$ cat src/rtl/hyg_pkg.sv
package hyg_pkg;

  typedef enum logic [1:0] {
    PHY_START = 2'd0,
    PHY_BIT   = 2'd1,
    PHY_STOP  = 2'd2
  } phy_op_e;

  typedef enum logic [3:0] {
    SQ_IDLE,
    SQ_TRG_START,
    SQ_TRG_ADDR,
    SQ_TRG_STOP,
    SQ_WAIT,
    SQ_RD_START,
    SQ_RD_ADDR,
    SQ_RD_DATA,
    SQ_RD_STOP,
    SQ_ABORT
  } seq_state_e;

  localparam int unsigned BYTE_BITS    = 8;
  localparam int unsigned RESULT_BYTES = 4;

  // Line pull-down pattern {scl_oe, sda_oe} for one quarter of an operation.
  function automatic logic [1:0] drive_lines(phy_op_e op, logic [1:0] ph, logic b);
    logic [1:0] r;
    case (op)
      PHY_START: begin
        case (ph)
          2'd0:    r = 2'b00;
          2'd3:    r = 2'b11;
          default: r = 2'b01;
        endcase
      end
      PHY_STOP: begin
        case (ph)
          2'd0:    r = 2'b11;
          2'd1:    r = 2'b01;
          default: r = 2'b00;
        endcase
      end
      default: r = {(ph == 2'd0) || (ph == 2'd3), ~b};
    endcase
    return r;
  endfunction

endpackage

$ cat src/rtl/hyg_tick.sv
module hyg_tick #(
  parameter int unsigned PERIOD = 500
) (
  input  logic clk,
  input  logic rst_ni,
  input  logic clr_i,
  output logic tick_o
);
  localparam int unsigned CW = (PERIOD > 1) ? $clog2(PERIOD) : 1;
  localparam logic [CW-1:0] RELOAD = CW'(PERIOD - 1);

  logic [CW-1:0] cnt_q, cnt_d;

  always_comb begin
    cnt_d = cnt_q;
    if (clr_i || (cnt_q == '0)) cnt_d = RELOAD;
    else                        cnt_d = cnt_q - 1'b1;
  end

  always_ff @(posedge clk or negedge rst_ni) begin
    if (!rst_ni) cnt_q <= RELOAD;
    else         cnt_q <= cnt_d;
  end

  assign tick_o = (cnt_q == '0) && !clr_i;

endmodule

$ cat src/rtl/hyg_delay.sv
module hyg_delay #(
  parameter int unsigned CYC = 12_000_000
) (
  input  logic clk,
  input  logic rst_ni,
  input  logic load_i,
  output logic done_o
);
  localparam int unsigned CW = $clog2(CYC + 1);

  logic [CW-1:0] cnt_q, cnt_d;
  logic          run_q, run_d;
  logic          done_q, done_d;

  always_comb begin
    cnt_d  = cnt_q;
    run_d  = run_q;
    done_d = 1'b0;
    if (load_i) begin
      cnt_d = CW'(CYC);
      run_d = 1'b1;
    end else if (run_q) begin
      if (cnt_q <= CW'(1)) begin
        run_d  = 1'b0;
        done_d = 1'b1;
      end else begin
        cnt_d = cnt_q - 1'b1;
      end
    end
  end

  always_ff @(posedge clk or negedge rst_ni) begin
    if (!rst_ni) begin
      cnt_q  <= '0;
      run_q  <= 1'b0;
      done_q <= 1'b0;
    end else begin
      cnt_q  <= cnt_d;
      run_q  <= run_d;
      done_q <= done_d;
    end
  end

  assign done_o = done_q;

  // the sequencer never restarts a wait that is still running.
  a_r3_no_reload: assert property (@(posedge clk) disable iff (!rst_ni)
    load_i |-> !run_q);

endmodule

$ cat src/rtl/hyg_bitphy.sv
module hyg_bitphy
  import hyg_pkg::*;
#(
  parameter int unsigned QTR = 500
) (
  input  logic    clk,
  input  logic    rst_ni,
  input  logic    req_i,
  input  phy_op_e op_i,
  input  logic    bit_i,
  output logic    done_o,
  output logic    bit_o,
  input  logic    sda_i,
  output logic    scl_oe_o,
  output logic    sda_oe_o
);
  logic       active_q, active_d;
  phy_op_e    op_q, op_d;
  logic       bit_q, bit_d;
  logic [1:0] ph_q, ph_d;
  logic       scl_q, scl_d, sda_q, sda_d;
  logic       rx_q, rx_d;
  logic       done_q, done_d;
  logic       sda_m_q, sda_s_q;
  logic       accept, tick;

  assign accept = req_i && !active_q;

  hyg_tick #(.PERIOD(QTR)) u_tick (
    .clk    (clk),
    .rst_ni (rst_ni),
    .clr_i  (accept),
    .tick_o (tick)
  );

  always_comb begin
    active_d       = active_q;
    op_d           = op_q;
    bit_d          = bit_q;
    ph_d           = ph_q;
    {scl_d, sda_d} = {scl_q, sda_q};
    rx_d           = rx_q;
    done_d         = 1'b0;
    if (accept) begin
      active_d       = 1'b1;
      op_d           = op_i;
      bit_d          = bit_i;
      ph_d           = 2'd0;
      {scl_d, sda_d} = drive_lines(op_i, 2'd0, bit_i);
    end else if (active_q && tick) begin
      if (ph_q == 2'd3) begin
        active_d = 1'b0;
        done_d   = 1'b1;
      end else begin
        ph_d           = ph_q + 2'd1;
        {scl_d, sda_d} = drive_lines(op_q, ph_q + 2'd1, bit_q);
        if (ph_q == 2'd2) rx_d = sda_s_q;
      end
    end
  end

  always_ff @(posedge clk or negedge rst_ni) begin
    if (!rst_ni) begin
      active_q <= 1'b0;
      op_q     <= PHY_STOP;
      bit_q    <= 1'b1;
      ph_q     <= 2'd0;
      scl_q    <= 1'b0;
      sda_q    <= 1'b0;
      rx_q     <= 1'b1;
      done_q   <= 1'b0;
      sda_m_q  <= 1'b1;
      sda_s_q  <= 1'b1;
    end else begin
      active_q <= active_d;
      op_q     <= op_d;
      bit_q    <= bit_d;
      ph_q     <= ph_d;
      scl_q    <= scl_d;
      sda_q    <= sda_d;
      rx_q     <= rx_d;
      done_q   <= done_d;
      sda_m_q  <= sda_i;
      sda_s_q  <= sda_m_q;
    end
  end

  assign done_o   = done_q;
  assign bit_o    = rx_q;
  assign scl_oe_o = scl_q;
  assign sda_oe_o = sda_q;

  // SDA may move under a released SCL only inside START or STOP.
  a_r9_sda_edge_in_condition: assert property (@(posedge clk) disable iff (!rst_ni)
    (!scl_q && !$past(scl_q) && !$stable(sda_q)) |-> (op_q == PHY_START || op_q == PHY_STOP));

  // the sequencer only hands over a new operation when the engine is free.
  a_r9_req_only_when_free: assert property (@(posedge clk) disable iff (!rst_ni)
    req_i |-> !active_q);

endmodule

$ cat src/rtl/hygro_poller.sv
module hygro_poller
  import hyg_pkg::*;
#(
  parameter int unsigned CLK_HZ   = 200_000_000,
  parameter int unsigned SCL_HZ   = 100_000,
  parameter int unsigned WAIT_US  = 60_000,
  parameter logic [6:0]  DEV_ADDR = 7'h28
) (
  input  logic        clk,
  input  logic        rst_n,
  input  logic        start_i,
  input  logic        sda_i,
  output logic        scl_oe_o,
  output logic        sda_oe_o,
  output logic        busy_o,
  output logic        valid_o,
  output logic [31:0] data_o,
  output logic        err_o
);
  localparam int unsigned QTR      = CLK_HZ / (4 * SCL_HZ);
  localparam longint     WAIT_L    = (longint'(CLK_HZ) * longint'(WAIT_US)) / 64'd1000000;
  localparam int unsigned WAIT_CYC = int'(WAIT_L);
  localparam int unsigned RES_W    = RESULT_BYTES * BYTE_BITS;
  localparam int unsigned BYC_W    = $clog2(RESULT_BYTES);
  localparam logic [BYC_W-1:0] LAST_BYTE = BYC_W'(RESULT_BYTES - 1);

  // reset: asserted asynchronously, released on the clock
  logic rst_m_q, rst_ni;
  always_ff @(posedge clk or negedge rst_n) begin
    if (!rst_n) begin
      rst_m_q <= 1'b0;
      rst_ni  <= 1'b0;
    end else begin
      rst_m_q <= 1'b1;
      rst_ni  <= rst_m_q;
    end
  end

  seq_state_e       st_q, st_d;
  logic             pend_q, pend_d;
  logic [3:0]       bitc_q, bitc_d;
  logic [BYC_W-1:0] bytec_q, bytec_d;
  logic [RES_W-1:0] shf_q, shf_d;
  logic [RES_W-1:0] data_q, data_d;
  logic             valid_q, valid_d;
  logic             err_q, err_d;

  logic    phy_req, phy_txb, phy_done, phy_rxb;
  phy_op_e phy_op;
  logic    dly_load, dly_done;
  logic    cmd_state;
  logic [7:0] addr_byte;
  logic [2:0] bsel;

  hyg_bitphy #(.QTR(QTR)) u_phy (
    .clk      (clk),
    .rst_ni   (rst_ni),
    .req_i    (phy_req),
    .op_i     (phy_op),
    .bit_i    (phy_txb),
    .done_o   (phy_done),
    .bit_o    (phy_rxb),
    .sda_i    (sda_i),
    .scl_oe_o (scl_oe_o),
    .sda_oe_o (sda_oe_o)
  );

  hyg_delay #(.CYC(WAIT_CYC)) u_delay (
    .clk    (clk),
    .rst_ni (rst_ni),
    .load_i (dly_load),
    .done_o (dly_done)
  );

  assign addr_byte = {DEV_ADDR, (st_q == SQ_RD_ADDR)};
  assign bsel      = 3'd7 - bitc_q[2:0];
  assign cmd_state = (st_q != SQ_IDLE) && (st_q != SQ_WAIT);
  assign phy_req   = cmd_state && !pend_q;

  always_comb begin
    phy_op  = PHY_BIT;
    phy_txb = 1'b1;
    case (st_q)
      SQ_TRG_START, SQ_RD_START: phy_op = PHY_START;
      SQ_TRG_STOP, SQ_RD_STOP, SQ_ABORT: phy_op = PHY_STOP;
      SQ_TRG_ADDR, SQ_RD_ADDR: phy_txb = bitc_q[3] ? 1'b1 : addr_byte[bsel];
      SQ_RD_DATA: phy_txb = bitc_q[3] ? (bytec_q == LAST_BYTE) : 1'b1;
      default: ;
    endcase
  end

  always_comb begin
    st_d     = st_q;
    bitc_d   = bitc_q;
    bytec_d  = bytec_q;
    shf_d    = shf_q;
    data_d   = data_q;
    err_d    = err_q;
    valid_d  = 1'b0;
    dly_load = 1'b0;
    pend_d   = phy_req ? 1'b1 : (phy_done ? 1'b0 : pend_q);
    case (st_q)
      SQ_IDLE: begin
        if (start_i) begin
          st_d    = SQ_TRG_START;
          err_d   = 1'b0;
          bitc_d  = '0;
          bytec_d = '0;
        end
      end
      SQ_TRG_START, SQ_RD_START: begin
        if (phy_done) begin
          st_d   = (st_q == SQ_TRG_START) ? SQ_TRG_ADDR : SQ_RD_ADDR;
          bitc_d = '0;
        end
      end
      SQ_TRG_ADDR, SQ_RD_ADDR: begin
        if (phy_done) begin
          if (bitc_q[3]) begin
            bitc_d  = '0;
            bytec_d = '0;
            if (phy_rxb)                  st_d = SQ_ABORT;
            else if (st_q == SQ_TRG_ADDR) st_d = SQ_TRG_STOP;
            else                          st_d = SQ_RD_DATA;
          end else begin
            bitc_d = bitc_q + 4'd1;
          end
        end
      end
      SQ_TRG_STOP: begin
        if (phy_done) begin
          st_d     = SQ_WAIT;
          dly_load = 1'b1;
        end
      end
      SQ_WAIT: begin
        if (dly_done) st_d = SQ_RD_START;
      end
      SQ_RD_DATA: begin
        if (phy_done) begin
          if (!bitc_q[3]) begin
            shf_d  = {shf_q[RES_W-2:0], phy_rxb};
            bitc_d = bitc_q + 4'd1;
          end else if (bytec_q == LAST_BYTE) begin
            st_d = SQ_RD_STOP;
          end else begin
            bytec_d = bytec_q + 1'b1;
            bitc_d  = '0;
          end
        end
      end
      SQ_RD_STOP: begin
        if (phy_done) begin
          st_d    = SQ_IDLE;
          data_d  = shf_q;
          valid_d = 1'b1;
        end
      end
      SQ_ABORT: begin
        if (phy_done) begin
          st_d  = SQ_IDLE;
          err_d = 1'b1;
        end
      end
      default: st_d = SQ_IDLE;
    endcase
  end

  always_ff @(posedge clk or negedge rst_ni) begin
    if (!rst_ni) begin
      st_q    <= SQ_IDLE;
      pend_q  <= 1'b0;
      bitc_q  <= '0;
      bytec_q <= '0;
      shf_q   <= '0;
      data_q  <= '0;
      valid_q <= 1'b0;
      err_q   <= 1'b0;
    end else begin
      st_q    <= st_d;
      pend_q  <= pend_d;
      bitc_q  <= bitc_d;
      bytec_q <= bytec_d;
      shf_q   <= shf_d;
      data_q  <= data_d;
      valid_q <= valid_d;
      err_q   <= err_d;
    end
  end

  assign busy_o  = (st_q != SQ_IDLE);
  assign valid_o = valid_q;
  assign data_o  = data_q;
  assign err_o   = err_q;

  a_r5_valid_one_cycle: assert property (@(posedge clk) disable iff (!rst_ni)
    valid_q |=> !valid_q);

  a_r6_busy_needs_start: assert property (@(posedge clk) disable iff (!rst_ni)
    $rose(busy_o) |-> $past(start_i));

  a_r7_valid_excludes_err: assert property (@(posedge clk) disable iff (!rst_ni)
    valid_q |-> !err_q);

  a_r3_read_after_wait: assert property (@(posedge clk) disable iff (!rst_ni)
    (st_q == SQ_RD_START && $past(st_q) == SQ_WAIT) |-> $past(dly_done));

  a_r4_stop_after_last_byte: assert property (@(posedge clk) disable iff (!rst_ni)
    (st_q == SQ_RD_STOP) |-> (bytec_q == LAST_BYTE));

endmodule

$ cat config.mk
export PLATFORM = sky130hd
export DESIGN_NAME = hygro_poller
export DESIGN_NICKNAME = d
export VERILOG_FILES = /design/src/rtl/hyg_pkg.sv /design/src/rtl/hyg_tick.sv /design/src/rtl/hyg_delay.sv /design/src/rtl/hyg_bitphy.sv /design/src/rtl/hygro_poller.sv
export SDC_FILE = /design/constraint.sdc
export NUM_CORES = 1
export LEC_CHECK = 0
export BUFFER_PORTS_ARGS = -buffer_cell sky130_fd_sc_hd__buf_4
export CAP_MARGIN = 25
export CORE_MARGIN = 10
export CORE_UTILIZATION = 35
export CTS_CLUSTER_DIAMETER = 80
export DETAILED_ROUTE_END_ITERATION = 10
export PLACE_DENSITY = 0.58
export SLEW_MARGIN = 20
export SYNTH_ARGS = -nofsm -noshare
export SYNTH_HDL_FRONTEND = slang
export SYNTH_SLANG_ARGS = --single-unit
$ cat constraint.sdc
create_clock -name clk -period 4.7 [get_ports clk]
set_input_delay 0.94 -clock clk [delete_from_list [all_inputs] [get_ports clk]]
set_output_delay 0.94 -clock clk [all_outputs]
set_load 0.01 [all_outputs]
==> flow_metrics.tcl, run 1 <==
set metrics [dict create \
    status "finished, final reports clean" \
    cts_buffer_depth 2 \
    vias 3992 \
    die_h_um 147.6 \
    cts_tree "yes" \
    fp.dieW_um 147.6 \
    clkSinkCount 126 \
    grtUsageTotal_pct 11.00 \
    reg2reg_depth 5 \
    slowest_delay_ps 540 \
    clock_latency_ps 410 \
    wl_per_cell_um 14.55 \
    dr.first_iter.drc_count 129 \
    grt_pass1_vias 4017 \
    drive_gt1_share_pct 23.01 \
    rsz0062_at_grt "false" \
    hold_path.class "input port to asynchronous set/reset pin" \
    register_area_sq_um 3172 \
    globalplace.congestion 0.7816 \
    crit_chain "nor3_1 > nand2b_1 > buf_4" \
    reg2reg_from "u_delay.cnt_q[16]" \
    final_common_cell "nand2_1" \
    netlist-cell-type-count 63 \
    die_area_sq_um 21780 \
    synth-edff-count 0 \
    post-route-period-util_pct 57.45 \
    r2r-end "u_delay.cnt_q[21]" \
    cts_htree_levels 4 \
    cts_post_setup_buffers_inserted 0 \
    crit_family "simple AND/OR/NAND/NOR gates" \
    syn-cell-area_sq_um 5698 \
    slew_violations 0 \
    p_leak_uw 0.003253 \
    synth_area_per_cell_sq_um 10.59 \
    cts_made_buffers 17 \
    hold_violations 0 \
    multi_input_area_sq_um 2385 \
    cts_root_buffer "clkbuf_16" \
    diodes 0 \
    worstPathRequired_ps 3760 \
    core_sq_um 15940 \
    final_cell_mix "nand2_1, dfrtp_1, buf_4" \
    critPathBufInv 1 \
    cts_hold_buf 0 \
    antenna_found_initial 0 \
    area_growth_pct 18.01 \
    grt_max_degree 68 \
    rows 46 \
    fillerInstances 1561 \
    drt-total-wl_mm 11.74 \
    crit_type "flop to primary output" \
    ios 41 \
    crit_cells 3 \
    avgViaCountPerCell 4.947 \
    synthCells 538 \
    critPathCaptureType "primary output" \
    ys_ff_latch 126 \
    worst_ir_drop_vdd_uv 249.1 \
    drtPass1Iterations 5 \
    slew_headroom_pct 41.95 \
    place_inst 774 \
    grt_pass1_wl_mm 19.84 \
    yosys_warnings 0 \
    ys_async_sr_fraction_pct 100.0 \
    fmax_mhz 370.3 \
    fin_cells 807 \
    finalCriticalPeriod_ps 2700 \
    post-dp-hpwl_mm 7.806 \
    grt-ovfl-total 0 \
    critPathArrivalTime_ps 1760 \
    worstMarginPinSlew_ps 870.7 \
    layout.nets 590 \
    clk_pin_slew_worst_paths_ps 60 \
    start_util_pct 35.74 \
    clock_skew_ps 12.06 \
    io_buffers 40 \
    ant_nets 0 \
    ys_seq_area_share_pct 55.60 \
    fin_tns_setup_ps 0 \
    cap_violations 0 \
    p_per_area_nw_per_um2 335.6 \
    ctsResizeCount 0 \
    r2r_slack_ps 2050 \
    final-setup-viol-count 0 \
    cp_max_fo 15 \
    cp-start-kind "flop" \
    slowest_stage "dfrtp_1" \
    synthesis.nets 550 \
    crit_path_start "st_q[1]" \
    endpoint "busy_o" \
    synth_ff_type "dfrtp_1" \
    drc_errors 0 \
]
==> power by group <==
group | internal [uW] | switching (uW) | total [uW]
Sequential | 1090 | 11.3 | 1100
Clock | 668 | 475 | 1140
Combinational | 2.65 | 11.1 | 13.7
Total | 1760 | 498 | 2260
==> worst register-to-register path, stage by stage, from the launching register on <==
cell and delay (ps):
dfrtp_1 410, or4_4 560, nor4_4 510, and2_1 620
nor4_1 140, mux2_2 300
==> cell type report <==
type,count,share of cell area [%]
clock buffers,21,6.550
flip-flops and latches,126,47.17
multi-input cells,376,35.47
well taps,216,4.019
repair buffers,44,5.024
inverters,13,0.7257
clock inverters,11,1.042
==> sequential cells by signal (all words and copies together), names as in the netlist, 2 cells and up <==
name,cells
bitc_q,4
bytec_q,2
data_o,32
shf_q,32
st_q,4
u_delay.cnt_q,24
u_phy.op_q,2
u_phy.ph_q,2
u_phy.u_tick.cnt_q,9
==> stage by stage <==
| step | total power, uW | hold WS [ps] | util [%] | setup slack [ps] | area, sq um |
|---|---|---|---|---|---|
| after floorplan | 1124 | 331.2 | - | 950.7 | 5698 |
| after global placement | 1134 | 340.7 | 38.88 | 2196 | 6198 |
| after detailed placement | 1134 | 338.8 | 38.88 | 2079 | 6198 |
| after CTS | 2287 | 271.2 | 42.08 | 1981 | 6709 |
| after global routing | 2340 | 272.8 | 42.18 | 1853 | 6724 |
| final | 2257 | 291.8 | 42.18 | 2000 | 6724 |
==> worst min path at each step <==
stage	startpoint	cells after the start	endpoint	slack, ps
after floorplan	rst_m_q	0	rst_ni	330
after global placement	rst_m_q	0	rst_ni	340
after detailed placement	rst_m_q	0	rst_ni	340
after CTS	rst_n	1	rst_m_q	270
after global routing	rst_n	1	rst_m_q	270
final	rst_n	1	rst_m_q	290
==> cells by family after synthesis <==
kind of cell | synth area share (%)
AO/OA/AOI/OAI | 7.994
AND/OR/NAND/NOR | 21.59
flip-flops | 55.60
buffers and inverters | 2.657
adder cells (fa/ha/maj) | 1.757
other | 0.06581
XOR/XNOR | 2.152
multiplexers | 8.191
==> metal layers <==
metal  global-route usage (%)  routed length [um]
met1                    13.02                5484
met2                    18.37                5671
met3                    3.266                 403
met4                    4.311                 182
met5                        0                   0
==> synthesized netlist by cell type, types with 3 or more instances <==
library cell / n / area, sq um
dfstp_2: 12 / 315.3
or4_4: 3 / 33.78
nor2b_1: 6 / 37.54
xnor2_1: 13 / 113.9
nand2_1: 127 / 476.7
nor4_4: 3 / 63.81
o311ai_0: 3 / 26.28
and3_1: 7 / 43.79
buf_4: 3 / 22.52
nor3_1: 15 / 75.07
o31ai_1: 7 / 52.55
clkbuf_1: 15 / 56.30
inv_1: 13 / 48.80
buf_2: 4 / 20.02
nor2_1: 22 / 82.58
a21oi_1: 14 / 70.07
mux2_2: 36 / 405.4
nand4_1: 4 / 25.02
ha_1: 8 / 100.1
dfrtp_1: 114 / 2853
nand2b_1: 8 / 50.05
or3_1: 7 / 43.79
nand3_1: 12 / 60.06
and2_1: 4 / 25.02
nor4_1: 6 / 37.54
mux2i_1: 5 / 50.05
or4_1: 5 / 37.54
o21ai_0: 18 / 90.09
Note: power is estimated with default switching activity, not from simulation.
==> run 2: changes to the inputs <==
--- a/config.mk
+++ b/config.mk
@@ -5,13 +5,14 @@
 export SDC_FILE = /design/constraint.sdc
 export NUM_CORES = 1
 export LEC_CHECK = 0
+export ABC_AREA = 1
 export BUFFER_PORTS_ARGS = -buffer_cell sky130_fd_sc_hd__buf_4
 export CAP_MARGIN = 25
 export CORE_MARGIN = 10
 export CORE_UTILIZATION = 35
 export CTS_CLUSTER_DIAMETER = 80
 export DETAILED_ROUTE_END_ITERATION = 10
-export PLACE_DENSITY = 0.58
+export PLACE_DENSITY = 0.6
 export SLEW_MARGIN = 20
 export SYNTH_ARGS = -nofsm -noshare
 export SYNTH_HDL_FRONTEND = slang
==> constraint.sdc (replaced) <==
create_clock -name clk -period 2.26 [get_ports clk]
set_input_delay 0.452 -clock clk [delete_from_list [all_inputs] [get_ports clk]]
set_output_delay 0.452 -clock clk [all_outputs]
set_load 0.01 [all_outputs]
==> flow_metrics.tcl, run 2 <==
set metrics [dict create \
    fin_cells 1015 \
    worstPathRequired_ps 2590 \
    slowest_stage "dfrtp_1" \
    worst_ir_drop_vdd_uv 531.8 \
    area_growth_pct 19.84 \
    diodes 0 \
    p_sw_share_pct 19.91 \
    fmax_mhz 509.4 \
    p_clk_share_pct 55.5 \
    clkSinkCount 126 \
    slew_headroom_pct 66.76 \
    yosys_warnings 0 \
    core_sq_um 16700 \
    clk_pin_slew_worst_paths_ps 60 \
    netlist.area_leader.share_pct 47.46 \
    grtUsageTotal_pct 11.72 \
    cts_made_buffers 17 \
    die_h_um 151.1 \
    synth_ff_type "dfrtp_1" \
    cts_tree "yes" \
    synth-edff-count 0 \
    rows 47 \
    layout.nets 794 \
    slew_violations 0 \
    wl_per_cell_um 12.26 \
    drive_gt1_share_pct 15.35 \
    post-dp-hpwl_mm 8.534 \
    p_leak_uw 0.003434 \
    vias 4613 \
    fp.dieW_um 151.1 \
    grt_pass1_vias 4529 \
    cts_htree_levels 4 \
    cp_common_cell "nand2_1" \
    whs_ps 152.0 \
    die_area_sq_um 22820 \
    ios 41 \
    synthCells 736 \
    combPwrFrac_pct 0.9 \
    synth_top_area_cell "dfrtp_1" \
    cts_buffer_depth 2 \
    ys_ff_latch 126 \
    clock_skew_ps 12.23 \
    power.total_uw 5216 \
    ctsResizeCount 0 \
    cap_violations 0 \
    dr.first_iter.drc_count 225 \
    r2r_slack_ps 300 \
    power.net_switching_uw 1039 \
    worstMarginPinSlew_ps 496.7 \
    ys_async_sr_fraction_pct 100.0 \
    slowest_delay_ps 410 \
    io_buffers 40 \
    netlist-cell-type-count 38 \
    post-route-period-util_pct 86.86 \
    cp-start-kind "flop" \
    syn-cell-area_sq_um 6011 \
    globalplace.congestion 0.8609 \
    ant_nets 0 \
    place_inst 982 \
    crit_chain "inv_1 > ha_1 > inv_1 > nand2_1 > nand2_1 > nor2_1 > nand2_2 > nor2_4 > nor2_8 > inv_6 > nand2_1 > o21ai_0" \
    grt-ovfl-total 0 \
    internal-power_uw 4177 \
    cts_root_buffer "clkbuf_16" \
    netlist_top_cells_count "nand2_1, dfrtp_1, inv_1" \
    clock_latency_ps 420 \
    drtPass1Iterations 5 \
    status "finished, final reports clean" \
    yosysMostFrequentCell "nand2_1" \
    hold_violations 0 \
    synth_area_per_cell_sq_um 8.167 \
    start_util_pct 35.99 \
    hold_path.class "input port to flop" \
    cp_max_fo 25 \
    fin_tns_setup_ps 0 \
    critPathCaptureType "flop" \
    ys_top_cells_by_area "dfrtp_1, nand2_1, o21ai_0" \
    avgViaCountPerCell 4.545 \
    final-setup-viol-count 0 \
    ys_seq_area_share_pct 52.71 \
    drc_errors 0 \
    final_common_cell "nand2_1" \
    synthesis.nets 748 \
    antenna_found_initial 0 \
    crit_type "flop to flop" \
    grt_max_degree 65 \
    grt_pass1_wl_mm 21.70 \
    final_cell_mix "nand2_1, dfrtp_1, inv_1" \
    critPathArrivalTime_ps 2290 \
    finalCriticalPeriod_ps 1963 \
    rsz0062_at_grt "false" \
    drt-total-wl_mm 12.44 \
    sequentialPowerShare_pct 43.6 \
    p_per_area_nw_per_um2 724.1 \
]
## run 2: changes by cell type after synthesis, sizes merged, moves of 13 or more
cell	delta
inv	+80
nand2	+84
mux2	-37
o21ai	+88
nand3	+35
nor3	-13
nor2	+59
## run 2: kinds of logic (layout without fill, tap and decap cells)
family | count (synthesis) | count (layout) | synth area share, %
AOI/OAI and AO/OA | 118 | 118 | 10.41
xor gates and xnor gates | 10 | 10 | 1.457
adders and majority gates | 8 | 8 | 1.665
buffers and inverters | 114 | 173 | 8.035
DFF | 126 | 126 | 52.71
other | 1 | 1 | 0.06239
and+or+nand+nor | 359 | 359 | 25.67
## run 2: repair_timing
action | in CTS | in global routing
hold endpoints to repair | 2 | 0
hold buffers | 1 | 0
setup buffers | 0 | 0
## run 2: cell type report
| cell class | count | area (sq um) |
|---|---|---|
| Clock buffer | 22 | 464.2 |
| Inverter | 94 | 359.1 |
| Timing Repair Buffer | 47 | 405.4 |
| Sequential cell | 126 | 3172 |
| Multi-Input combinational cell | 496 | 2365 |
| Tap cell | 220 | 275.3 |
| Fill cell | 1662 | 9498 |
| Clock inverter | 10 | 162.7 |
## run 2: power groups by stage
stage,Sequential [uW],Combinational [uW],Clock [uW]
6_report,2270,47.6,2890
5_1_grt,2280,54.6,3070
4_1_cts,2280,51.1,2960
3_5_place_dp,2320,49.8,0
3_3_place_gp,2320,49.7,0
2_1_floorplan,2330,0.172,0
## run 2: worst paths after layout
check	endpoint	depth (start not counted)	start
min reg2reg	u_delay.cnt_q[12]	0	rst_ni
min in group asynchronous	u_delay.cnt_q[12]	0	rst_ni
min	u_phy.sda_m_q	1	sda_i
max in group asynchronous	data_o[25]	1	rst_ni
max reg2reg	u_delay.cnt_q[0]	12	u_delay.cnt_q[0]
max	u_delay.cnt_q[0]	12	u_delay.cnt_q[0]
## run 2: worst max-delay path, delay by kind of cell, from the launching register on
| kind | cells | cell delay [ps] |
|---|---|---|
| fa+ha+maj | 1 | 300 |
| flops | 1 | 410 |
| buf+inv | 3 | 410 |
| compound gates | 1 | 80 |
| simple gates | 7 | 680 |
## run 2: stage by stage
stage / worst slack, ps / util, % / cell area (sq um)
4_1_cts: 268.9 / 43.13 / 7203
3_5_place_dp: 285.5 / 39.32 / 6566
5_1_grt: 28.31 / 43.13 / 7203
2_1_floorplan: 171.9 / - / 6012
3_3_place_gp: 328.6 / 39.32 / 6566
6_report: 297.0 / 43.13 / 7203
## run 2: routing by layer
metal | share of wire (%) | wire length, um | track usage, %
met1 | 47 | 5901 | 14.46
met3 | 3.8 | 475 | 3.819
met5 | 0 | 0 | 0
met4 | 0.68 | 84 | 3.898
met2 | 48 | 5981 | 18.94
==> run 3: changes to the inputs <==
--- a/config.mk
+++ b/config.mk
@@ -13,6 +13,7 @@
 export CTS_CLUSTER_DIAMETER = 80
 export DETAILED_ROUTE_END_ITERATION = 10
 export PLACE_DENSITY = 0.6
+export RECOVER_POWER = 25
 export SLEW_MARGIN = 20
 export SYNTH_ARGS = -nofsm -noshare
 export SYNTH_HDL_FRONTEND = slang
==> flow_metrics.tcl, run 3 (same netlist as run 2, synthesis figures left out) <==
set metrics [dict create \
    grt-ovfl-total 0 \
    cts_tree "yes" \
    whs_ps 156.7 \
    critPathArrivalTime_ps 2290 \
    cp_common_cell "nand2_1" \
    critPathCaptureType "flop" \
    antenna_found_initial 0 \
    slowest_stage "dfrtp_1" \
    wl_per_cell_um 12.25 \
    die_h_um 151.1 \
    holdPathStages 1 \
    reg2reg_from "u_delay.cnt_q[0]" \
    reg2reg_depth 12 \
    crit_family "simple AND/OR/NAND/NOR gates" \
    hold_path.class "input port to flop" \
    cap_violations 0 \
    final_cell_mix "nand2_1, dfrtp_1, inv_1" \
    grt_pass1_wl_mm 21.70 \
    drt-total-wl_mm 12.43 \
    worstMarginPinSlew_ps 1159 \
    clk_pin_slew_worst_paths_ps 60 \
    cts_root_buffer "clkbuf_16" \
    fillerInstances 1666 \
    status "finished, final reports clean" \
    grtUsageTotal_pct 11.72 \
    final_common_cell "nand2_1" \
    slew_headroom_pct 22.72 \
    diodes 0 \
    fmax_mhz 509.1 \
    r2r_slack_ps 300 \
    final-setup-viol-count 0 \
    crit_type "flop to flop" \
    place_ws_ps 285.5 \
    cts_buffer_depth 2 \
    crit_chain "inv_1 > ha_1 > inv_1 > nand2_1 > nand2_1 > nor2_1 > nand2_2 > nor2_4 > nor2_8 > inv_6 > nand2_1 > o21ai_0" \
    start_util_pct 35.99 \
    drtPass1Iterations 4 \
    area_growth_pct 19.50 \
    drc_errors 0 \
    core_sq_um 16700 \
    final_util_pct 43.01 \
    post-route-period-util_pct 86.91 \
    setup_slack_ps 295.9 \
    finalCriticalPeriod_ps 1964 \
    dr.first_iter.drc_count 208 \
    holdPathEnd "u_phy.sda_m_q" \
    r2r-end "u_delay.cnt_q[0]" \
    io_buffers 40 \
    critPathBufInv 3 \
    globalplace.congestion 0.8609 \
    rsz0062_at_grt "false" \
    p_per_area_nw_per_um2 724.8 \
    worst_ir_drop_vdd_uv 529.9 \
    vias 4614 \
    hp-start "sda_i" \
    layout.nets 794 \
    die_area_sq_um 22820 \
    ant_nets 0 \
    cts_htree_levels 4 \
    slew_violations 0 \
    cp-start-kind "flop" \
    rows 47 \
    clock_skew_ps 9.793 \
    ctsResizeCount 0 \
    avgViaCountPerCell 4.546 \
    p_leak_uw 0.003426 \
    clock_latency_ps 420 \
    ios 41 \
    worstPathRequired_ps 2590 \
    clkSinkCount 126 \
    cts_made_buffers 17 \
    grt_max_degree 65 \
    hold_violations 0 \
    drive_gt1_share_pct 15.09 \
    post-dp-hpwl_mm 8.534 \
    cp_max_fo 25 \
    slowest_delay_ps 410 \
    grt_pass1_vias 4529 \
    fp.dieW_um 151.1 \
    fin_tns_setup_ps 0 \
]
## run 3: cell types whose count changed in the layout (fill, tap and decap cells not counted)
| cell | change |
|---|---|
| clkbuf_1 | +1 |
| buf_12 | -1 |
| clkbuf_4 | +2 |
| dfrtp_4 | -1 |
| dfrtp_1 | +1 |
| buf_4 | -2 |
## run 3: how the worst max path moves through the flow
stage	slack [ps]	endpoint	depth (start not counted)	startpoint
3_5_place_dp	290	u_delay.cnt_q[0]	12	u_delay.cnt_q[0]
2_1_floorplan	170	bitc_q[0]	0	rst_ni
4_1_cts	270	u_delay.cnt_q[0]	12	u_delay.cnt_q[0]
3_3_place_gp	330	u_delay.cnt_q[7]	12	u_delay.cnt_q[0]
5_1_grt	30	u_delay.cnt_q[22]	12	u_delay.cnt_q[0]
6_report	300	u_delay.cnt_q[0]	12	u_delay.cnt_q[0]
## run 3: final cells by class
| cell class | instances | area [sq um] | area share (%) |
|---|---|---|---|
| clock inverters | 10 | 162.7 | 2.264 |
| flip-flops and latches | 126 | 3168 | 44.10 |
| clock buffers | 22 | 464.2 | 6.462 |
| multi-input cells | 496 | 2365 | 32.92 |
| inverters | 94 | 359.1 | 4.999 |
| well taps | 220 | 275.3 | 3.832 |
| repair buffers | 47 | 389.1 | 5.417 |
## run 3: timing repair
item,4_1_cts,5_1_grt
setup buffers,0,0
endpoints found under the hold margin,2,0
hold buffers,1,0
## run 3: through the flow
| stage | std cells | cell area (sq um) | total power (uW) |
|---|---|---|---|
| floorplan | 736 | 6012 | 2335 |
| global placement | 982 | 6566 | 2365 |
| detailed placement | 982 | 6566 | 2365 |
| CTS | 1015 | 7203 | 5289 |
| global route | 1015 | 7183 | 5398 |
| finish | 1015 | 7183 | 5207 |
## run 3: where the power goes
group	internal (uW)	switching (uW)
sequential	2260	10.4
clock	1900	988
combinational	9.31	35.0
total	4170	1030
## run 3: worst reg2reg max path, stage by stage (launching register included)
cell and delay (ps):
dfrtp_1 410, inv_1 120, ha_1 300, inv_1 90, nand2_1 70, nand2_1 40, nor2_1 140, nand2_2 100
nor2_4 170, nor2_8 100, inv_6 200, nand2_1 70, o21ai_0 80
## run 3: per-layer routing
layer,vias up,share of wire [%],track usage (%)
met5,-,0,0
met2,46,48,18.94
li1,2430,-,-
met3,11,3.8,3.819
met4,0,0.76,3.898
met1,2127,47,14.46
